### config.mk
export PLATFORM = sky130hd
export DESIGN_NAME = smr_mult
export DESIGN_NICKNAME = d
export VERILOG_FILES = /design/src/rtl/smr_pkg.sv /design/src/rtl/smr_recoder.sv /design/src/rtl/smr_term.sv /design/src/rtl/smr_csa.sv /design/src/rtl/smr_mult.sv
export SDC_FILE = /design/constraint.sdc
export NUM_CORES = 1
export LEC_CHECK = 0
export BUFFER_PORTS_ARGS = -buffer_cell sky130_fd_sc_hd__buf_4
export CELL_PAD_IN_SITES_DETAIL_PLACEMENT = 0
export CELL_PAD_IN_SITES_GLOBAL_PLACEMENT = 1
export CORE_AREA = 2 2 360 362
export CTS_BUF_LIST = sky130_fd_sc_hd__clkbuf_4 sky130_fd_sc_hd__clkbuf_8
export CTS_CLUSTER_DIAMETER = 50
export DETAILED_ROUTE_END_ITERATION = 8
export DIE_AREA = 0 0 362 364
export HOLD_SLACK_MARGIN = 0.08
export PLACE_DENSITY = 0.55
export SETUP_SLACK_MARGIN = 0.15
export SYNTH_ARGS = -nofsm -noshare
export SYNTH_HDL_FRONTEND = slang
export SYNTH_HIERARCHICAL = 1
export SYNTH_SLANG_ARGS = --single-unit
### constraint.sdc
create_clock -name clk_i -period 0.8 [get_ports clk_i]
set_input_delay 0.04 -clock clk_i [delete_from_list [all_inputs] [get_ports clk_i]]
set_output_delay 0.04 -clock clk_i [all_outputs]
set_load 0.1 [all_outputs]
### src/rtl/smr_pkg.sv
package smr_pkg;

  typedef struct packed {
    logic       neg;
    logic       zero;
    logic [1:0] sh;
  } sd_t;

  typedef struct packed {
    sd_t hi;
    sd_t lo;
  } dig_t;

  function automatic logic sd_ok(int v);
    return (v == 0) || (v == 1) || (v == -1) || (v == 2) || (v == -2) ||
           (v == 4) || (v == -4);
  endfunction

  function automatic sd_t sd_enc(int v);
    sd_t r;
    int  m;
    m      = (v < 0) ? -v : v;
    r.neg  = (v < 0);
    r.zero = (v == 0);
    r.sh   = (m == 4) ? 2'd2 : (m == 2) ? 2'd1 : 2'd0;
    return r;
  endfunction

  function automatic int sd_val(sd_t s);
    int m;
    m = 1 << s.sh;
    if (s.zero) return 0;
    return s.neg ? -m : m;
  endfunction

  // search hi in -2..2 so that the remainder lands in the secondary set
  function automatic dig_t split_digit(int d);
    dig_t r;
    r.hi = sd_enc(0);
    r.lo = sd_enc(0);
    for (int h = 2; h >= -2; h--) begin
      if (sd_ok(d - 7 * h)) begin
        r.hi = sd_enc(h);
        r.lo = sd_enc(d - 7 * h);
      end
    end
    return r;
  endfunction

endpackage

### src/rtl/smr_recoder.sv
module smr_recoder
  import smr_pkg::*;
#(
  parameter int CW = 19,
  parameter int ND = (CW + 4) / 5
) (
  input  logic [CW-1:0] coef_i,
  output dig_t [ND-1:0] dig_o
);

  localparam int XW = 5 * ND + 1;

  logic [XW-1:0] cx;
  assign cx = {(XW-1)'($signed(coef_i)), 1'b0};

  for (genvar j = 0; j < ND; j++) begin : g_dig
    logic [5:0] win;
    assign win      = cx[5*j+5 -: 6];
    assign dig_o[j] = split_digit(int'($signed(win[5:1])) + int'(win[0]));
  end

endmodule

### src/rtl/smr_term.sv
module smr_term
  import smr_pkg::*;
#(
  parameter int DW   = 19,
  parameter int PW   = 38,
  parameter int BASE = 0,
  parameter bit FLIP = 1'b0
) (
  input  logic [DW-1:0] x_i,
  input  sd_t           ctl_i,
  output logic [PW-1:0] term_o,
  output logic          cin_o
);

  logic [PW-1:0] xe, mag;
  logic          neg;

  assign xe     = PW'($signed(x_i));
  assign neg    = ctl_i.neg ^ FLIP;
  assign mag    = xe << (BASE + int'(ctl_i.sh));
  // ones complement here; the +1 is gathered in the correction row
  assign term_o = ctl_i.zero ? '0 : (neg ? ~mag : mag);
  assign cin_o  = neg & ~ctl_i.zero;

endmodule

### src/rtl/smr_csa.sv
module smr_csa #(
  parameter int W = 38
) (
  input  logic [W-1:0] a_i,
  input  logic [W-1:0] b_i,
  input  logic [W-1:0] c_i,
  output logic [W-1:0] s_o,
  output logic [W-1:0] cy_o
);

  assign s_o  = a_i ^ b_i ^ c_i;
  assign cy_o = ((a_i & b_i) | (a_i & c_i) | (b_i & c_i)) << 1;

endmodule

### src/rtl/smr_mult.sv
module smr_mult
  import smr_pkg::*;
#(
  parameter int DW = 19,
  parameter int CW = 19
) (
  input  logic                 clk_i,
  input  logic                 rst_ni,
  input  logic [DW-1:0]        data_i,
  input  logic [CW-1:0]        coef_i,
  output logic [DW+CW-1:0]     prod_o
);

  localparam int ND = (CW + 4) / 5;
  localparam int PW = DW + CW;
  localparam int NC = 3 * ND;
  localparam int NT = NC + 1;

  dig_t [ND-1:0] dig;

  smr_recoder #(.CW(CW), .ND(ND)) u_rec (
    .coef_i (coef_i),
    .dig_o  (dig)
  );

  logic [PW-1:0] term [NT];
  logic [NC-1:0] cin;
  logic [PW-1:0] corr;

  for (genvar j = 0; j < ND; j++) begin : g_rows
    smr_term #(.DW(DW), .PW(PW), .BASE(5*j), .FLIP(1'b0)) u_lo (
      .x_i (data_i), .ctl_i (dig[j].lo), .term_o (term[3*j]), .cin_o (cin[3*j])
    );
    // 7*hi = 8*hi - hi
    smr_term #(.DW(DW), .PW(PW), .BASE(5*j+3), .FLIP(1'b0)) u_hi8 (
      .x_i (data_i), .ctl_i (dig[j].hi), .term_o (term[3*j+1]), .cin_o (cin[3*j+1])
    );
    smr_term #(.DW(DW), .PW(PW), .BASE(5*j), .FLIP(1'b1)) u_hi1 (
      .x_i (data_i), .ctl_i (dig[j].hi), .term_o (term[3*j+2]), .cin_o (cin[3*j+2])
    );
  end

  always_comb begin
    corr = '0;
    for (int k = 0; k < NC; k++) corr = corr + PW'(cin[k]);
  end
  assign term[NT-1] = corr;

  logic [PW-1:0] acc_s [1:NT-1];
  logic [PW-1:0] acc_c [1:NT-1];

  assign acc_s[1] = term[0];
  assign acc_c[1] = term[1];

  for (genvar i = 2; i < NT; i++) begin : g_csa
    smr_csa #(.W(PW)) u_csa (
      .a_i  (acc_s[i-1]),
      .b_i  (acc_c[i-1]),
      .c_i  (term[i]),
      .s_o  (acc_s[i]),
      .cy_o (acc_c[i])
    );
  end

  logic [PW-1:0] sum;
  assign sum = acc_s[NT-1] + acc_c[NT-1];

  always_ff @(posedge clk_i or negedge rst_ni) begin
    if (!rst_ni) prod_o <= '0;
    else         prod_o <= sum;
  end

  // checks on recoder output against the raw coefficient
  longint rec_sum;
  logic   rng_ok, zero_ok;
  always_comb begin
    rec_sum = 0;
    rng_ok  = 1'b1;
    zero_ok = 1'b1;
    for (int j = 0; j < ND; j++) begin
      rec_sum = rec_sum + longint'(7 * sd_val(dig[j].hi) + sd_val(dig[j].lo)) * (longint'(1) << (5 * j));
      if (dig[j].hi.sh[1] || dig[j].lo.sh == 2'd3) rng_ok = 1'b0;
      if ((dig[j].hi.zero && dig[j].hi.neg) || (dig[j].lo.zero && dig[j].lo.neg)) zero_ok = 1'b0;
    end
  end

  p_digit_sum_r3: assert property (@(posedge clk_i) disable iff (!rst_ni)
    rec_sum == longint'($signed(coef_i)));

  p_split_range_r4: assert property (@(posedge clk_i) disable iff (!rst_ni)
    rng_ok);

  p_zero_clean_r5: assert property (@(posedge clk_i) disable iff (!rst_ni)
    zero_ok);

  p_product_r2: assert property (@(posedge clk_i) disable iff (!rst_ni)
    $past(rst_ni) |-> longint'($signed(prod_o)) ==
      $past(longint'($signed(data_i))) * $past(longint'($signed(coef_i))));

  p_extreme_r6: assert property (@(posedge clk_i) disable iff (!rst_ni)
    ($past(rst_ni) && $past(data_i) == {1'b1, {(DW-1){1'b0}}} &&
     $past(coef_i) == {1'b1, {(CW-1){1'b0}}})
      |-> prod_o == (PW'(1) << (PW - 2)));

endmodule

## Word-level counts from Yosys, hierarchy flattened

Index checks and enable logic that the tools add are counted.

- Register bits: 38
- Bits of input ports: 40

- $add $sub $neg: 61
- Order comparisons: 20
- Equal/unequal tests: 160
- Shift operators: 12
- Mux-type cells: 104
- Bitwise logic cells: 113
- Reduce and logical (&&, ||, !) cells: 140

Operators by type and width:

| kind | count |
|---|---|
| $eq A32 B3 Y1 const B | 58 |
| $eq A32 B4 Y1 const B | 39 |
| $eq A32 B2 Y1 const B | 38 |
| $and A37 B37 Y37 | 31 |
| $mux W38 | 24 |
| $or A37 B37 Y37 | 22 |
| $xor A38 B38 Y38 | 21 |
| $logic_not A32 Y1 | 20 |
| $mux W32 | 20 |
| $eq A32 B1 Y1 const B | 19 |
| $lt A32 B1 Y1 const B | 19 |
| $neg A32 Y32 | 19 |
| $not A38 Y38 | 12 |
| $shl A38 B32 Y38 | 10 |
| $sub A32 B4 Y32 const B | 6 |
| $sub A32 B5 Y32 const B | 6 |
| $logic_or A1 B1 Y1 | 120 |
| $mux W7 | 12 |
| $shl A38 B2 Y38 | 2 |
| $and A37 B12 Y37 | 2 |
| $mux W8 | 8 |
| $mux W2 | 20 |
| $add A38 B38 Y38 | 1 |
| $xor A38 B12 Y38 | 1 |
| 28 further kinds | 80 |

## Logic depth before layout (Yosys ltp)

Gate-level depths: netlist of run 1.

- Word-level depth: 52
- Gate-level depth with buffers: 43
- Gate-level depth less buffers: 37

## Cells and area by module

Netlist of run 1, hierarchy kept.

Modules (own cells, without submodules):

| module | instances | cells an instance | area each (µm²) | seq. area each (µm²) |
|---|---|---|---|---|
| smr_csa | 11 | 40 | 775.7 | 0.0 |
| smr_recoder | 1 | 922 | 6085.8 | 0.0 |
| smr_mult | 1 | 376 | 3349.5 | 950.9 |
| smr_term at g_rows[1].u_lo | 1 | 184 | 1594.0 | 0.0 |
| smr_term at g_rows[1].u_hi1 | 1 | 172 | 1514.0 | 0.0 |
| smr_term at g_rows[2].u_hi8 | 1 | 158 | 1256.2 | 0.0 |
| smr_term at g_rows[3].u_hi1 | 1 | 153 | 1162.4 | 0.0 |
| smr_term at g_rows[0].u_hi8 | 1 | 143 | 1152.4 | 0.0 |
| smr_term at g_rows[3].u_lo | 1 | 155 | 1133.6 | 0.0 |
| smr_term at g_rows[0].u_lo | 1 | 122 | 1016.0 | 0.0 |
| smr_term at g_rows[1].u_hi8 | 1 | 122 | 1013.5 | 0.0 |
| smr_term at g_rows[2].u_lo | 1 | 122 | 1011.0 | 0.0 |
| smr_term at g_rows[3].u_hi8 | 1 | 119 | 984.7 | 0.0 |
| smr_term at g_rows[0].u_hi1 | 1 | 104 | 980.9 | 0.0 |
| smr_term at g_rows[2].u_hi1 | 1 | 119 | 978.4 | 0.0 |

## Least setup slack after synthesis of run 1

OpenSTA, ideal clock, no wires.

- Path kind: input-to-reg
- Start: in coef_i[4]
- End: reg prod_o[37]
- Arrival: 11.509 ns
- Data required time: 0.668 ns
- Slack: -10.841 ns
- Stages on the path: 42
- Path buffers: 6
- Cell sequence: ha_1 -> ha_1 -> buf_2 -> xor2_4 -> inv_2 -> buf_2 -> ha_1 -> buf_2 -> a21boi_2 -> a311oi_1 -> a311oi_1 -> nor3_1 -> a211oi_2 -> or3b_1 -> clkbuf_1 -> o31ai_1 -> ha_1 -> buf_6 -> [... 6 more ...] -> fa_1 -> fa_1 -> fa_1 -> fa_1 -> fa_1 -> fa_1 -> fa_1 -> fa_1 -> fa_1 -> ha_1 -> clkbuf_1 -> a21o_1 -> a311oi_1 -> o21ai_0 -> a31oi_1 -> o21ai_1 -> a2111oi_2 -> xnor2_1

RTL lines:

| what | RTL line | text |
|---|---|---|
| start, declared | smr_mult.sv:10 | `input logic [CW-1:0] coef_i,` |
| end signal, assigned | smr_mult.sv:70 | `else prod_o <= sum;` |
| end, declared | smr_mult.sv:11 | `output logic [DW+CW-1:0] prod_o` |

==> metrics.cfg, run 1 <==
[critical_path]
cp_common_cell = fa_2
worst_setup_path_end_kind = register
cp_max_fo = 7
cpPeakStageDelay_ps = 610
critPathKind = input port to register
path_delay_family = adder cells
crit_buf_inv = 7
startpoint = coef_i[5]
crit_arrival_ps = 11000
cp_data_required_time_ps = 1000
cp-start-kind = input port
slowest_stage = fa_2
cp_num_cells = 42

[clock_tree]
htree_levels = 2
cts_max_path_buffers = 2
cts_tree = built
clk_pin_slew_ps = 70
clock-sinks = 38
cts_root_buffer = clkbuf_8
cts-buffers-inserted = 5

[die]
core_region_area_um2 = 128000
die_h_um = 364
io_pins = 78
row_count = 132
die_width_um = 362
fp.dieArea_um2 = 132000
initial_core_util_pct = 24.8

[timing]
hold_viol_final = 38
slew_viol_final = 0
hold_slack_ps = -294
fmaxAchievable_mhz = 92.6
setup_viol = 76
slew_headroom_pct = 26.8
rsz0062_at_grt = true
min_period_ps = 10800
post-route-period-util_pct = 1350
worstMarginPinSlew_ps = 1100
setup_ws_ps = -10000

[routing]
vias = 28361
ant_nets = 0
drc = 0
drt_iter0_drc = 1712
dr.pass1.iters = 8
wl_per_cell_um = 19.1
viasPerCell = 4.87
drt_wl_total_mm = 111

[synth]
yosysUniqueCellTypes = 125
syn_inst = 3411
async_flop_share_pct = 100
yosys_register_bits = 38
post-synth-top-area-cell = fa_1
synthFlopType = dfrtp_1
yosys.area.top_type_share_pct = 26.2
yosys_warnings = 6
synth_edf_count = 0
synth_area_per_cell_um2 = 9.31
synth_most_common_cell = mux2i_1
synth_area_um2 = 31800
ys_seq_area_share_pct = 2.99
ys_top_cells_by_area = fa_1, mux2i_1, buf_4, ha_1, dfrtp_1
synth_commonest_cells = mux2i_1, fa_1, nand2_1

[cells_and_area]
fin_cells = 5819
drive_gt1_share_pct = 41.9
diodes = 0
post-route-util_pct = 33.6
nets = 4707
area_delta_synth_final_pct = 35.6
reg_top3 = prod_o (38)
top_register = prod_o
largest_reg_flops = 38

[global_route]
grt_max_degree = 39
antenna_found_initial = 1
grt.overflow.total = 0
grt_pass1_vias = 29466
grt_first_pass_wirelength_mm = 174
grt_usage_pct = 16.7

[status]
outcome = finished with violations
violations = hold timing, setup timing

[min_path]
hold_path.class = input port to asynchronous set/reset pin

[place]
finalWeightedCongestion = 0.903
port_buffers = 77
place_inst = 5757
hpwl_mm = 92.4

[run]
max_cap_viol_count = 0

-- cells in the final DEF (no fill, tap or decap), types with 42 or more instances in the layout --
master,Yosys,final
buf_6,29,42
xnor2_1,108,94
a21oi_1,122,96
nor3_1,60,53
mux2i_1,417,392
o211ai_1,50,50
nor2_1,234,216
buf_12,7,88
xor2_1,47,42
ha_4,0,42
fa_2,0,85
buf_4,222,997
conb_1,13,49
inv_1,77,70
mux2_2,54,48
nand3_1,54,53
fa_1,415,330
ha_1,109,63
nand2b_1,47,46
o21ai_0,90,70
nand2_1,242,238
-- kinds of logic after synthesis --
family	synth area share (%)
AOI/OAI and AO/OA	16.8
xor gates and xnor gates	5.70
adders and majority gates	30.4
buffers and inverters	10.5
DFF	2.99
muxes	19.2
other	0.154
and+or+nand+nor	14.1
-- path summary, 6_finish.rpt --
kind / slack [ps] / end
max in group asynchronous: 730 / prod_o[11]$_DFF_PN0_
setup / recovery: -10000 / prod_o[35]$_DFF_PN0_
min in group clk_i: 900 / prod_o[21]
hold / removal: -290 / prod_o[26]$_DFF_PN0_
-- stage by stage --
step / setup TNS (ps) / setup WS, ps / hold slack, ps / cell area (um^2)
2_1_floorplan: -360940 / -10310 / -256 / 32800
3_3_place_gp: -383560 / -10650 / 20.8 / 40500
3_5_place_dp: -383680 / -10690 / 24.4 / 40500
4_1_cts: -365590 / -9950 / -294 / 42400
5_1_grt: -379930 / -10330 / -266 / 43100
6_report: -365720 / -10000 / -294 / 43100
-- what timing repair did --
item                       CTS  global route
cloned                       1             2
gates resized for setup    318           118
hold endpoints to repair    38            38
setup endpoints to repair   76            76
setup buffers               41            10
pin swaps                  134           122
-- routing by layer --
metal / wire, um / vias to the layer above / global-route usage [%] / share of wire (%)
met3: 3500 / 94 / 0.681 / 3.1
met5: 10 / - / 0 / 0.0090
met2: 52500 / 595 / 28.3 / 47
li1: - / 13568 / - / -
met1: 51700 / 14102 / 23.0 / 46
met4: 3560 / 2 / 4.60 / 3.2
-- area by class of cell --
cell class,count,area [um^2]
clock buffer,7,90.1
clock inverter,1,5.00
fill,13173,85300
inverter,82,325
multi-input combinational,2881,29600
sequential,38,1090
tap,1675,2100
timing repair buffer,1135,9870
Power of run 1 is not shown: default switching activity piles up to over one toggle a cycle in this logic, so the estimate is an artifact.
==> run 2: changes to the inputs <==
Settings changed: CORE_AREA 2 2 360 362 to 2 2 342 344, DIE_AREA 0 0 362 364 to 0 0 344 346, PLACE_DENSITY 0.55 to 0.56, SYNTH_HIERARCHICAL 1 to not set.
==> metrics.cfg, run 2 <==
[global_route]
grt_first_pass_wirelength_mm = 168  ; was 174 mm
grt_usage_pct = 17.5  ; was 16.7%
use_met2_pct = 30.8  ; was 28.3%
use_met3_pct = 1.19  ; was 0.681%
busiest_layer = met2  ; unchanged
grt_max_degree = 56  ; was 39
grt.overflow.total = 0  ; unchanged
antenna_found_initial = 4  ; was 1
grt_pass1_vias = 30424  ; was 29466
grt.met1_usage_pct = 23.7  ; was 23.0%

[synth]
synth_compound_area_share_pct = 15.6  ; was 16.8%
async_flop_share_pct = 100  ; unchanged
ys_top_cells_by_area = fa_1, ha_1, mux2i_1, inv_1, dfrtp_1  ; was fa_1, mux2i_1, buf_4, ha_1, dfrtp_1
synth_most_common_cell = inv_1  ; was mux2i_1
synth_edf_count = 0  ; unchanged
yosys_register_bits = 38  ; unchanged
synth_commonest_cells = inv_1, fa_1, mux2i_1  ; was mux2i_1, fa_1, nand2_1
post-synth-top-area-cell = fa_1  ; unchanged
mappedNetlistNets = 4095
yosys.area.top_type_share_pct = 24.8  ; was 26.2%
yosysUniqueCellTypes = 119  ; was 125
synth_area_um2 = 28600  ; was 31800 um^2
muxShareOfSynthArea_pct = 12.7  ; was 19.2%
synth_area_per_cell_um2 = 8.28  ; was 9.31 um^2
synth-adder-area-share_pct = 35.7  ; was 30.4%
ys_seq_area_share_pct = 3.33  ; was 2.99%
synth_simple_gate_area_share_pct = 19.3  ; was 14.1%
synth_top_family_by_area = adder cells  ; unchanged
synthFlopType = dfrtp_1  ; unchanged
synth-xor-area-share_pct = 4.67  ; was 5.70%
yosys_warnings = 0  ; was 6
syn_inst = 3451  ; was 3411

[die]
initial_core_util_pct = 24.8  ; about the same
die_width_um = 344  ; was 362 um
row_count = 125  ; was 132
fp.dieArea_um2 = 119000  ; was 132000 um^2
die_h_um = 346  ; was 364 um
io_pins = 78  ; unchanged
core_region_area_um2 = 115000  ; was 128000 um^2

[place]
port_buffers = 77  ; unchanged
hpwl_mm = 87.2  ; was 92.4 mm
place_inst = 5898  ; was 5757
finalWeightedCongestion = 0.885  ; was 0.903

[cells_and_area]
largest_reg_flops = 38  ; unchanged
reg_top3 = prod_o (38)  ; unchanged
area_delta_synth_final_pct = 48.4  ; was 35.6%
drive_gt1_share_pct = 39.0  ; was 41.9%
layout_commonest_cell = buf_4  ; unchanged
post-route-util_pct = 36.7  ; was 33.6%
top_register = prod_o  ; unchanged
diodes = 0  ; unchanged
mostFrequentLayoutCells = buf_4, inv_1, fa_1  ; was buf_4, mux2i_1, fa_1
fin_cells = 6002  ; was 5819
nets = 5121  ; was 4707

[clock_tree]
htree_levels = 2  ; unchanged
clock-sinks = 38  ; unchanged
cts_tree = built  ; unchanged
cts-buffers-inserted = 5  ; unchanged
cts_max_path_buffers = 2  ; unchanged
cts_root_buffer = clkbuf_8  ; unchanged
clk_pin_slew_ps = 90  ; was 70 ps

[critical_path]
critPathKind = input port to register  ; unchanged
cp-start-kind = input port  ; unchanged
cpPeakStageDelay_ps = 570  ; was 610 ps
slowest_stage = fa_2  ; unchanged
cp_data_required_time_ps = 1000  ; about the same
crit_arrival_ps = 12260  ; was 11000 ps
worst_setup_path_end_kind = register  ; unchanged
cp_common_cell = ha_4  ; was fa_2
cp_max_fo = 8  ; was 7

[routing]
viasPerCell = 4.80  ; was 4.87
vias = 28822  ; was 28361
drc = 0  ; unchanged
drt_iter0_drc = 1439  ; was 1712
drt_wl_total_mm = 104  ; was 111 mm
wl_per_cell_um = 17.4  ; was 19.1 um
ant_nets = 0  ; unchanged
dr.pass1.iters = 5  ; was 8

[timing]
min_period_ps = 12060  ; was 10800 ps
setup_viol = 76  ; unchanged
hold_viol_final = 0  ; was 38
worstMarginPinSlew_ps = 782  ; was 1100 ps
post-route-period-util_pct = 1510  ; was 1350%
fmaxAchievable_mhz = 82.9  ; was 92.6 MHz
rsz0062_at_grt = true  ; unchanged
hold_slack_ps = 118  ; was -294 ps
slew_headroom_pct = 47.4  ; was 26.8%
slew_viol_final = 0  ; unchanged
setup_ws_ps = -11260  ; was -10000 ps

[run]
max_cap_viol_count = 0  ; unchanged

[status]
violations = setup timing  ; was hold timing, setup timing
outcome = finished with violations  ; unchanged

[min_path]
hold_path.class = input port to asynchronous set/reset pin  ; unchanged

## run 2: cell count changes in the layout (fill, tap and decap cells not counted), sizes merged, moves of 39 or more
cell	previous run	this run
mux2i	418	290
a21oi	125	164
ha	109	250
o211ai	90	24
fa	415	354
inv	80	414
nor4	18	60
o21ai	100	143
conb	49	0
buf	1133	1220
nor3	61	102
## run 2: timing repair
action / in CTS / in global routing
pin swaps: 162 / 156
setup endpoints to repair: 76 / 76
hold endpoints to repair: 38 / 0
gates resized for setup: 301 / 180
hold buffers: 1 / 0
setup buffers: 44 / 46
cloned: 3 / 2
## run 2: through the flow
stage	TNS, ps	instance area [um^2]	setup WS, ps
global placement	-413800	39300	-12010
global route	-414350	42400	-11740
floorplan	-396130	29600	-11530
finish	-397130	42400	-11260
detailed placement	-417230	39300	-12190
CTS	-397270	41200	-11250
## run 2: path summary, 6_finish.rpt
path                                   endpoint  depth (start not counted)        from  slack [ps]
min in group clk_i         prod_o[37]$_DFF_PN0_                          7  data_i[18]         880
max in group asynchronous  prod_o[25]$_DFF_PN0_                          3      rst_ni         270
setup / recovery           prod_o[36]$_DFF_PN0_                         54   coef_i[4]      -11260
hold / removal              prod_o[5]$_DFF_PN0_                          2      rst_ni         120
## run 2: kinds of logic (layout without fill, tap and decap cells)
family                   count (synthesis)  in the layout
XOR/XNOR                               132            132
adder cells (fa/ha/maj)                604            604
multiplexers                           337            337
AO/OA/AOI/OAI                          662            662
flip-flops                              38             38
buffers and inverters                  626           1653
AND/OR/NAND/NOR                       1052           1052
## run 2: cell type report
class | instances | area, um^2
Multi-Input combinational cell | 2787 | 27400
Timing Repair inverter | 1 | 6.26
Inverter | 420 | 1610
Timing Repair Buffer | 1224 | 10200
Tap cell | 1524 | 1910
Sequential cell | 38 | 1090
Clock inverter | 2 | 60.1
Clock buffer | 6 | 82.6
Fill cell | 11971 | 73000
## run 2: critical path, delay by kind of cell
family	cells	cell delay, ps
muxes	2	680
buffers and inverters	9	780
and+or+nand+nor	12	1970
AOI/OAI and AO/OA	14	2420
adders and majority gates	17	6330
## run 2: per-layer routing
metal | vias to the layer above | share of wire (%)
li1 | 14127 | -
met1 | 14151 | 46
met2 | 435 | 49
met3 | 101 | 3.0
met4 | 8 | 2.1
met5 | - | 0.055
Power of run 2 is left out for the same reason.
